$ cat src/rtl/bitrev_pkg.sv
package bitrev_pkg;

   // Address interpretation for the current frame.
   typedef enum logic {
      ADDR_SEQ = 1'b0,
      ADDR_REV = 1'b1
   } addr_mode_e;

   // Toggle the address interpretation at a frame boundary.
   function automatic addr_mode_e flip_mode(input addr_mode_e m);
      return (m == ADDR_SEQ) ? ADDR_REV : ADDR_SEQ;
   endfunction

endpackage

$ cat src/rtl/bitrev_addr_gen.sv
module bitrev_addr_gen
   import bitrev_pkg::*;
#(
   parameter int AW = 3
) (
   input  logic          clk,
   input  logic          rst_n,
   input  logic          step,
   output logic [AW-1:0] slot_cnt,
   output addr_mode_e    rev_mode,
   output logic [AW-1:0] addr,
   output logic          wrap
);

   localparam logic [AW-1:0] LAST_SLOT = {AW{1'b1}};

   logic [AW-1:0] slot_q;
   addr_mode_e    mode_q;
   logic [AW-1:0] mirrored;

   // Mirror the counter bits; a 2:1 select per bit picks the address.
   generate
      for (genvar b = 0; b < AW; b++) begin : g_mirror
         assign mirrored[b] = slot_q[AW-1-b];
         assign addr[b]     = (mode_q == ADDR_REV) ? mirrored[b] : slot_q[b];
      end
   endgenerate

   assign wrap = step && (slot_q == LAST_SLOT);

   always_ff @(posedge clk or negedge rst_n) begin
      if (!rst_n) begin
         slot_q <= '0;
         mode_q <= ADDR_SEQ;
      end else if (step) begin
         slot_q <= slot_q + 1'b1;
         if (slot_q == LAST_SLOT) begin
            mode_q <= flip_mode(mode_q);
         end
      end
   end

   assign slot_cnt = slot_q;
   assign rev_mode = mode_q;

endmodule

$ cat src/rtl/bitrev_ram.sv
module bitrev_ram #(
   parameter int AW = 3,
   parameter int DW = 8
) (
   input  logic          clk,
   input  logic          rst_n,
   input  logic          en,
   input  logic [AW-1:0] addr,
   input  logic [DW-1:0] wdata,
   output logic [DW-1:0] rdata
);

   localparam int WORDS = 1 << AW;

   logic [DW-1:0] mem [WORDS];
   logic [DW-1:0] rdata_q;

   // Storage: write of the new sample into the addressed word.
   always_ff @(posedge clk) begin
      if (en) begin
         mem[addr] <= wdata;
      end
   end

   // Read-first port: the old word is captured at the same edge.
   always_ff @(posedge clk or negedge rst_n) begin
      if (!rst_n) begin
         rdata_q <= '0;
      end else if (en) begin
         rdata_q <= mem[addr];
      end
   end

   assign rdata = rdata_q;

endmodule

$ cat src/rtl/bitrev_frame_track.sv
module bitrev_frame_track (
   input  logic clk,
   input  logic rst_n,
   input  logic step,
   input  logic wrap,
   input  logic slot_zero,
   output logic out_valid,
   output logic out_first
);

   logic primed_q;
   logic valid_q;
   logic first_q;

   always_ff @(posedge clk or negedge rst_n) begin
      if (!rst_n) begin
         primed_q <= 1'b0;
         valid_q  <= 1'b0;
         first_q  <= 1'b0;
      end else begin
         if (wrap) begin
            primed_q <= 1'b1;
         end
         valid_q <= step && primed_q;
         first_q <= step && primed_q && slot_zero;
      end
   end

   assign out_valid = valid_q;
   assign out_first = first_q;

endmodule

$ cat src/rtl/bitrev_reorder.sv
module bitrev_reorder
   import bitrev_pkg::*;
#(
   parameter int DEPTH_LOG2 = 3,
   parameter int DATA_W     = 8
) (
   input  logic              clk,
   input  logic              rst_n,
   input  logic              in_valid,
   input  logic [DATA_W-1:0] in_data,
   output logic              out_valid,
   output logic [DATA_W-1:0] out_data,
   output logic              out_first
);

   localparam int AW = DEPTH_LOG2;

   generate
      if (DEPTH_LOG2 < 1 || DEPTH_LOG2 > 16) begin : g_bad_depth
         $error("bitrev_reorder: DEPTH_LOG2 must lie in 1..16");
      end
      if (DATA_W < 1) begin : g_bad_width
         $error("bitrev_reorder: DATA_W must be at least 1");
      end
   endgenerate

   logic [AW-1:0] slot_cnt;
   addr_mode_e    rev_mode;
   logic [AW-1:0] ram_addr;
   logic          frame_wrap;
   logic          slot_zero;

   bitrev_addr_gen #(.AW(AW)) u_addr (
      .clk      (clk),
      .rst_n    (rst_n),
      .step     (in_valid),
      .slot_cnt (slot_cnt),
      .rev_mode (rev_mode),
      .addr     (ram_addr),
      .wrap     (frame_wrap)
   );

   bitrev_ram #(.AW(AW), .DW(DATA_W)) u_ram (
      .clk   (clk),
      .rst_n (rst_n),
      .en    (in_valid),
      .addr  (ram_addr),
      .wdata (in_data),
      .rdata (out_data)
   );

   assign slot_zero = (slot_cnt == '0);

   bitrev_frame_track u_track (
      .clk       (clk),
      .rst_n     (rst_n),
      .step      (in_valid),
      .wrap      (frame_wrap),
      .slot_zero (slot_zero),
      .out_valid (out_valid),
      .out_first (out_first)
   );

endmodule

$ cat config.mk
export PLATFORM = sky130hd
export DESIGN_NAME = bitrev_reorder
export DESIGN_NICKNAME = d
export VERILOG_FILES = /design/src/rtl/bitrev_pkg.sv /design/src/rtl/bitrev_addr_gen.sv /design/src/rtl/bitrev_ram.sv /design/src/rtl/bitrev_frame_track.sv /design/src/rtl/bitrev_reorder.sv
export SDC_FILE = /design/constraint.sdc
export NUM_CORES = 1
export LEC_CHECK = 0
export BUFFER_PORTS_ARGS = -buffer_cell sky130_fd_sc_hd__clkbuf_2
export CORE_MARGIN = 2
export CORE_UTILIZATION = 53
export CTS_BUF_LIST = sky130_fd_sc_hd__clkbuf_8 sky130_fd_sc_hd__clkbuf_16
export CTS_CLUSTER_DIAMETER = 30
export DETAILED_ROUTE_END_ITERATION = 8
export PLACE_DENSITY = 0.71
export SKIP_LAST_GASP = 1
export SLEW_MARGIN = 20
export SYNTH_ARGS = -nofsm -noshare
export SYNTH_HDL_FRONTEND = slang
export SYNTH_SLANG_ARGS = --single-unit
export TNS_END_PERCENT = 1
$ cat constraint.sdc
create_clock -name clk -period 3.21 [get_ports clk]
set_clock_uncertainty 0.2 [all_clocks]
set_input_delay 0.642 -clock clk [delete_from_list [all_inputs] [get_ports clk]]
set_output_delay 0.642 -clock clk [all_outputs]
set_load 0.01 [all_outputs]
==> Word-level counts from Yosys, hierarchy flattened <==
Memory sizes are Yosys's and may differ from the RTL's. A register that Yosys moved wholly into a read port is not among the register bits.
Cells that the tools add are included.
W data, S select, Z words.
{ "op_classes": {"add_sub_neg": 1, "multipliers": 0, "div": 0, "n_lt_le_gt_ge": 0, "eq_ne": 1, "n_shift": 0, "n_mux": 5, "bitwise": 0, "n_reduce_logical": 6} }
{ "op_table": {"columns": ["operator", "n"], "rows": [
  ["$mux W1", 5],
  ["$add A3 B1 Y3 const B", 1],
  ["$eq A3 B3 Y1 const B", 1],
  ["$logic_and A1 B1 Y1", 3],
  ["$logic_not A3 Y1", 1],
  ["$reduce_and A2 Y1", 1],
  ["$logic_not A1 Y1", 1]
]} }
{ "word_totals": {"regBits": 7, "latch_bits": 0, "ram_bits": 64, "rom_bits": 0, "in_bits": 11, "elab_cells": 19, "mem_count": 1} }
{ "memory_table": {"columns": ["name", "words", "width", "read_ports", "rd_ports_with_merged_regs", "wr", "line", "source"], "rows": [
  ["u_ram.mem", 8, 8, 1, 1, 1, "bitrev_ram.sv:15", "logic [DW-1:0] mem [WORDS];"]
]} }

==> Longest topological paths before layout <==
{ "logic_depth": {"depth_word": 2, "ltp_mapped": 7} }

==> Hierarchy <==
A second synthesis with hierarchy kept.
{ "unflattened": {"hier_cells": 170, "hier_area_um2": 3138.0} }
{ "modules_own_cells": {"columns": ["module", "n_inst", "cells_per_inst", "area_per_inst_um2", "seq_area_each_um2"], "rows": [
  ["bitrev_ram", 1, 149, 2820.2, 2122.0],
  ["bitrev_addr_gen", 1, 14, 211.5, 100.1],
  ["bitrev_frame_track", 1, 6, 96.3, 75.1],
  ["bitrev_reorder", 1, 1, 10.0, 0.0]
]} }

==> Least setup slack after synthesis <==
Ideal clock, no wire load.
{ "synth_timing": {"kind": "input -> register", "from": "input in_valid", "to": "memory u_ram.mem[2][0] (enable)", "setup_time_ns": 0.383, "arrival_time_ns": 1.477, "required_ns": 2.627, "path_slack_ns": 1.150, "stages": 3, "n_path_buf": 1, "cell_sequence": "buf_4 > nand2_1 > nor3_1"} }
{ "synth_between": {"elab_chain_len": 2} }
{ "synth_rtl": {"columns": ["item", "line", "source"], "rows": [
  ["start, declared", "bitrev_reorder.sv:9", "input logic in_valid,"],
  ["$mux W1", "bitrev_ram.sv:20", "if (en) begin"],
  ["$mux W1 (not written as such)", "bitrev_ram.sv:21", "mem[addr] <= wdata;"],
  ["end, declared", "bitrev_ram.sv:15", null]
]} }
Every way passes these cells.

==> Worst setup path after layout <==
{ "layout_timing": {"from": "register u_addr.slot_q[2], in the netlist u_addr.slot_cnt[2]", "to": "memory u_ram.mem[4][0] (enable)"} }
{ "layout_between": {"elab_chain_len": 1} }
{ "layout_rtl": {"columns": ["item", "line", "source"], "rows": [
  ["start, declared", "bitrev_addr_gen.sv:17", "logic [AW-1:0] slot_q;"],
  ["start signal, assigned", "bitrev_addr_gen.sv:36", "slot_q <= slot_q + 1'b1;"],
  ["$mux W1", "bitrev_addr_gen.sv:25", "assign addr[b] = (mode_q == ADDR_REV) ? mirrored[b] : slot_q[b];"]
]} }
Parallel ways exist; a longest one is shown, timed or not.

==> metrics.md <==
| Metric | Value |
|---|---|
| Synth area leaders | `edfxtp_1, dfrtp_1, a21oi_1, mux2i_1, o21ai_0` |
| Max-cap viol count | `0` |
| CP Launch Type | `flip-flop` |
| Pwr/cell area | `around 900 nW/um^2` |
| Clock sinks | `79` |
| Global-route wire length before repair | `10600 um` |
| Clk buf depth | `2` |
| Peak VDD IR | `about 0.00047 V` |
| Setup TNS | `0 ns` |
| Cells after synthesis | `roughly 230` |
| Post-synth EDFFs | `64` |
| Tot GR Track Use | `20.6%` |
| WL/cell | `between 20 and 25 um` |
| Fin. Hold Viols | `0` |
| Via density | `between 5 and 6` |
| Netlist cell types | `41` |
| Core footprint | `6280 um^2` |
| Setup violators final | `0` |
| CP max FO | `25` |
| CP top delay family | `flip-flops` |
| Grt ovf | `0` |
| Flops & latches, synth | `79` |
| CTS hold repair buffers | `0` |
| Most common cell on crit path | `nor2_1` |
| IO Port Bufs | `20` |
| Logic gate share of total power | `approximately a third` |
| Pre-CTS setup slack | `0.680 ns` |
| Crit. End Element | `flip-flop` |
| Layout cell share with drive strength beyond 1 | `21.4%` |
| Setup repair after global routing missed its margin | `false` |
| Max-slew violations | `0` |
| Yosys Warn Count | `0` |
| Syn Area/Cell | `14.5 um^2` |
| Drt drc | `0` |
| H-tree levels | `3` |
| Clock latency on the worst-skew pair | `0.34 ns` |
| Critical path arrival | `2.33 ns` |
| Die Y | `83.9 um` |
| Min Tclk post-route | `between 2 and 3 ns` |
| Final WL | `6780 um` |
| Critical-path cell list | `nor3b_4 -> buf_4 -> nor2_1 -> nor2_1` |
| CTS Root Cell | `clkbuf_8` |
| Design Area, Final | `3710 um^2` |
| Fin cells | `339` |
| Setup CP Type | `flip-flop to flip-flop` |
| Die X-Extent | `83.9 um` |
| DP Cell Count | `323` |
| Internal power | `2170 uW` |
| Crit-path slowest cell | `dfrtp_1` |
| Max incr delay on CP | `approximately 0.89 ns` |
| Async set or reset register ratio after synthesis | `roughly a fifth` |
| Sw Ratio | `35.8%` |
| # nets final | `271` |
| DRT antenna net count | `0` |
| Post-CTS Setup Bufs | `0` |
| Rel. slew slack | `44.7%` |
| Switching power | `1210 uW` |
| WP buf/inv | `1` |
| Most common flop cell mapped by yosys | `edfxtp_1` |
| Pwr Total | `3380 uW` |
| IO Count | `21` |
| Largest net degree at the start of global routing | `26` |
| Hpwl dp | `4650 um` |
| Seq pwr share | `43.9%` |
| TritonCTS clock tree | `yes` |
| Starting Density | `54.0%` |
| # fillers | `between 400 and 500` |
| Die area | `7050 um^2` |
| Worst-margin pin slew | `about 0.83 ns` |
| Cell taking the most area after synthesis | `edfxtp_1` |
| Vias in the first global route | `1931` |
| Clock share of power | `a little over a fifth` |
| Synth Cell Area | `roughly 3400 um^2` |
| Setup ws final | `0.655 ns` |
| Leakage | `about 0.0013 uW` |
| Number of core rows | `29` |
| DRT iter0 DRCs | `about 150` |
| Top-area cell type share of the netlist area | `56.7%` |
| Reg clk slew, reported paths | `0.08 ns` |
| Worst EP required | `~3 ns` |
| Placed standard-cell area | `3520 um^2` |
| DRT Pass-1 Iters | `4` |
| Outcome | `finished, final reports clean` |
| Syn_nets | `247` |
| Area delta synth->final | `9.64%` |
| Initial antenna violation count | `0` |
| RePlAce Congestion | `0.828` |
| Fmax | `a little under 400 MHz` |
| Tcrit/Tclk final | `79.6%` |
| ANT cells | `0` |
| Post-CTS Resized | `0` |
| Min-delay worst type | `primary input to asynchronous set/reset pin` |
| Sequential cell area fraction in the yosys report | `67.8%` |
| Num CTS Buffers | `9` |
| Vias | `2013` |
## path summary, 6_finish.rpt
kind	from	slack, ns	cells past startpoint	to
min reg2reg	u_track.primed_q$_DFFE_PN0P_	0.27	1	u_track.primed_q$_DFFE_PN0P_
max reg2reg	u_addr.slot_cnt[2]$_DFFE_PN0P_	0.65	4	u_ram.mem[4][0]$_DFFE_PP_
min in group clk	u_track.primed_q$_DFFE_PN0P_	0.27	1	u_track.primed_q$_DFFE_PN0P_
max	u_addr.slot_cnt[2]$_DFFE_PN0P_	0.65	4	u_ram.mem[4][0]$_DFFE_PP_
min	rst_n	0.02	1	u_ram.rdata[6]$_DFFE_PN0P_
max in group asynchronous	rst_n	2.48	1	u_ram.rdata[0]$_DFFE_PN0P_
## routing by layer
metal,track usage [%],routed length [um],share of wire (%),up-vias
met5,0,0,0,-
met4,9.68,139,2.0,0
met3,4.95,522,7.7,12
met1,27.6,2950,43,970
li1,-,-,-,946
met2,31.9,3170,47,85
## through the flow
step | hold WS, ns | util, %
finish | 0.0179 | 59.2
floorplan | 0.146 | -
global placement | 0.249 | 56.0
detailed placement | 0.253 | 56.0
CTS | 0.00855 | 59.2
global route | 0.0311 | 59.2
## registers in the layout, summed over array words and instances (netlist names)
| name | flops |
|---|---|
| u_ram.mem | 64 |
| u_ram.rdata | 8 |
| u_track.out_valid | 1 |
| u_track.primed_q | 1 |
| u_addr.slot_cnt | 3 |
| u_track.out_first | 1 |
| u_addr.rev_mode | 1 |
## final cells by class
type	count	area (um^2)	share of cell area, %
Clock buffer	9	124	3.34
Timing Repair Buffer	29	168	4.51
Tap cell	77	96.3	2.59
Sequential cell	79	2300	61.9
Inverter	2	7.51	0.202
Multi-Input combinational cell	136	948	25.5
Clock inverter	7	72.6	1.95
## synth_stat cells, types with 2 or more instances
| library cell | instances |
|---|---|
| ha_1 | 3 |
| a21oi_1 | 24 |
| nand2b_1 | 2 |
| buf_6 | 5 |
| nand2_1 | 21 |
| a41oi_2 | 2 |
| nor3_1 | 3 |
| and3b_1 | 3 |
| nor3b_1 | 7 |
| o32a_1 | 7 |
| buf_4 | 6 |
| nor2_1 | 10 |
| a41oi_1 | 4 |
| buf_2 | 2 |
| o21ai_0 | 16 |
| a21o_1 | 2 |
| mux2i_1 | 8 |
| nor3b_4 | 2 |
| mux2i_4 | 2 |
| edfxtp_1 | 64 |
| a32oi_1 | 6 |
| dfrtp_1 | 15 |
## placed cells by master (no fill, tap or decap), types with 3 or more instances in the layout
cell,count
mux2i_1,8
and3b_1,3
a21oi_1,24
nand2_1,21
clkbuf_2,20
dfrtp_1,15
o21ai_0,16
nor2_1,10
a32oi_1,6
o32a_1,7
a41oi_1,4
clkbuf_8,9
nor3_1,3
edfxtp_1,64
ha_1,3
nor3b_1,7
buf_4,9
## kinds of logic (layout without fill, tap and decap cells)
family,after synthesis,in the layout,share of synthesized area (%)
DFF,79,79,67.8
AOI/OAI and AO/OA,67,67,13.6
and+or+nand+nor,53,53,8.72
buffers and inverters,18,47,4.17
muxes,11,11,4.03
adders and majority gates,3,3,1.11
xor gates and xnor gates,2,2,0.517
## power by group through the flow
stage	Combinational (uW)	Sequential, uW	Clock (uW)
after CTS	1180	1490	728
after global placement	1150	1510	0
after floorplan	957	1460	0
final	1180	1490	718
after detailed placement	1180	1510	0
after global routing	1290	1510	763
No activity file was read; power rests on OpenSTA's default activity.
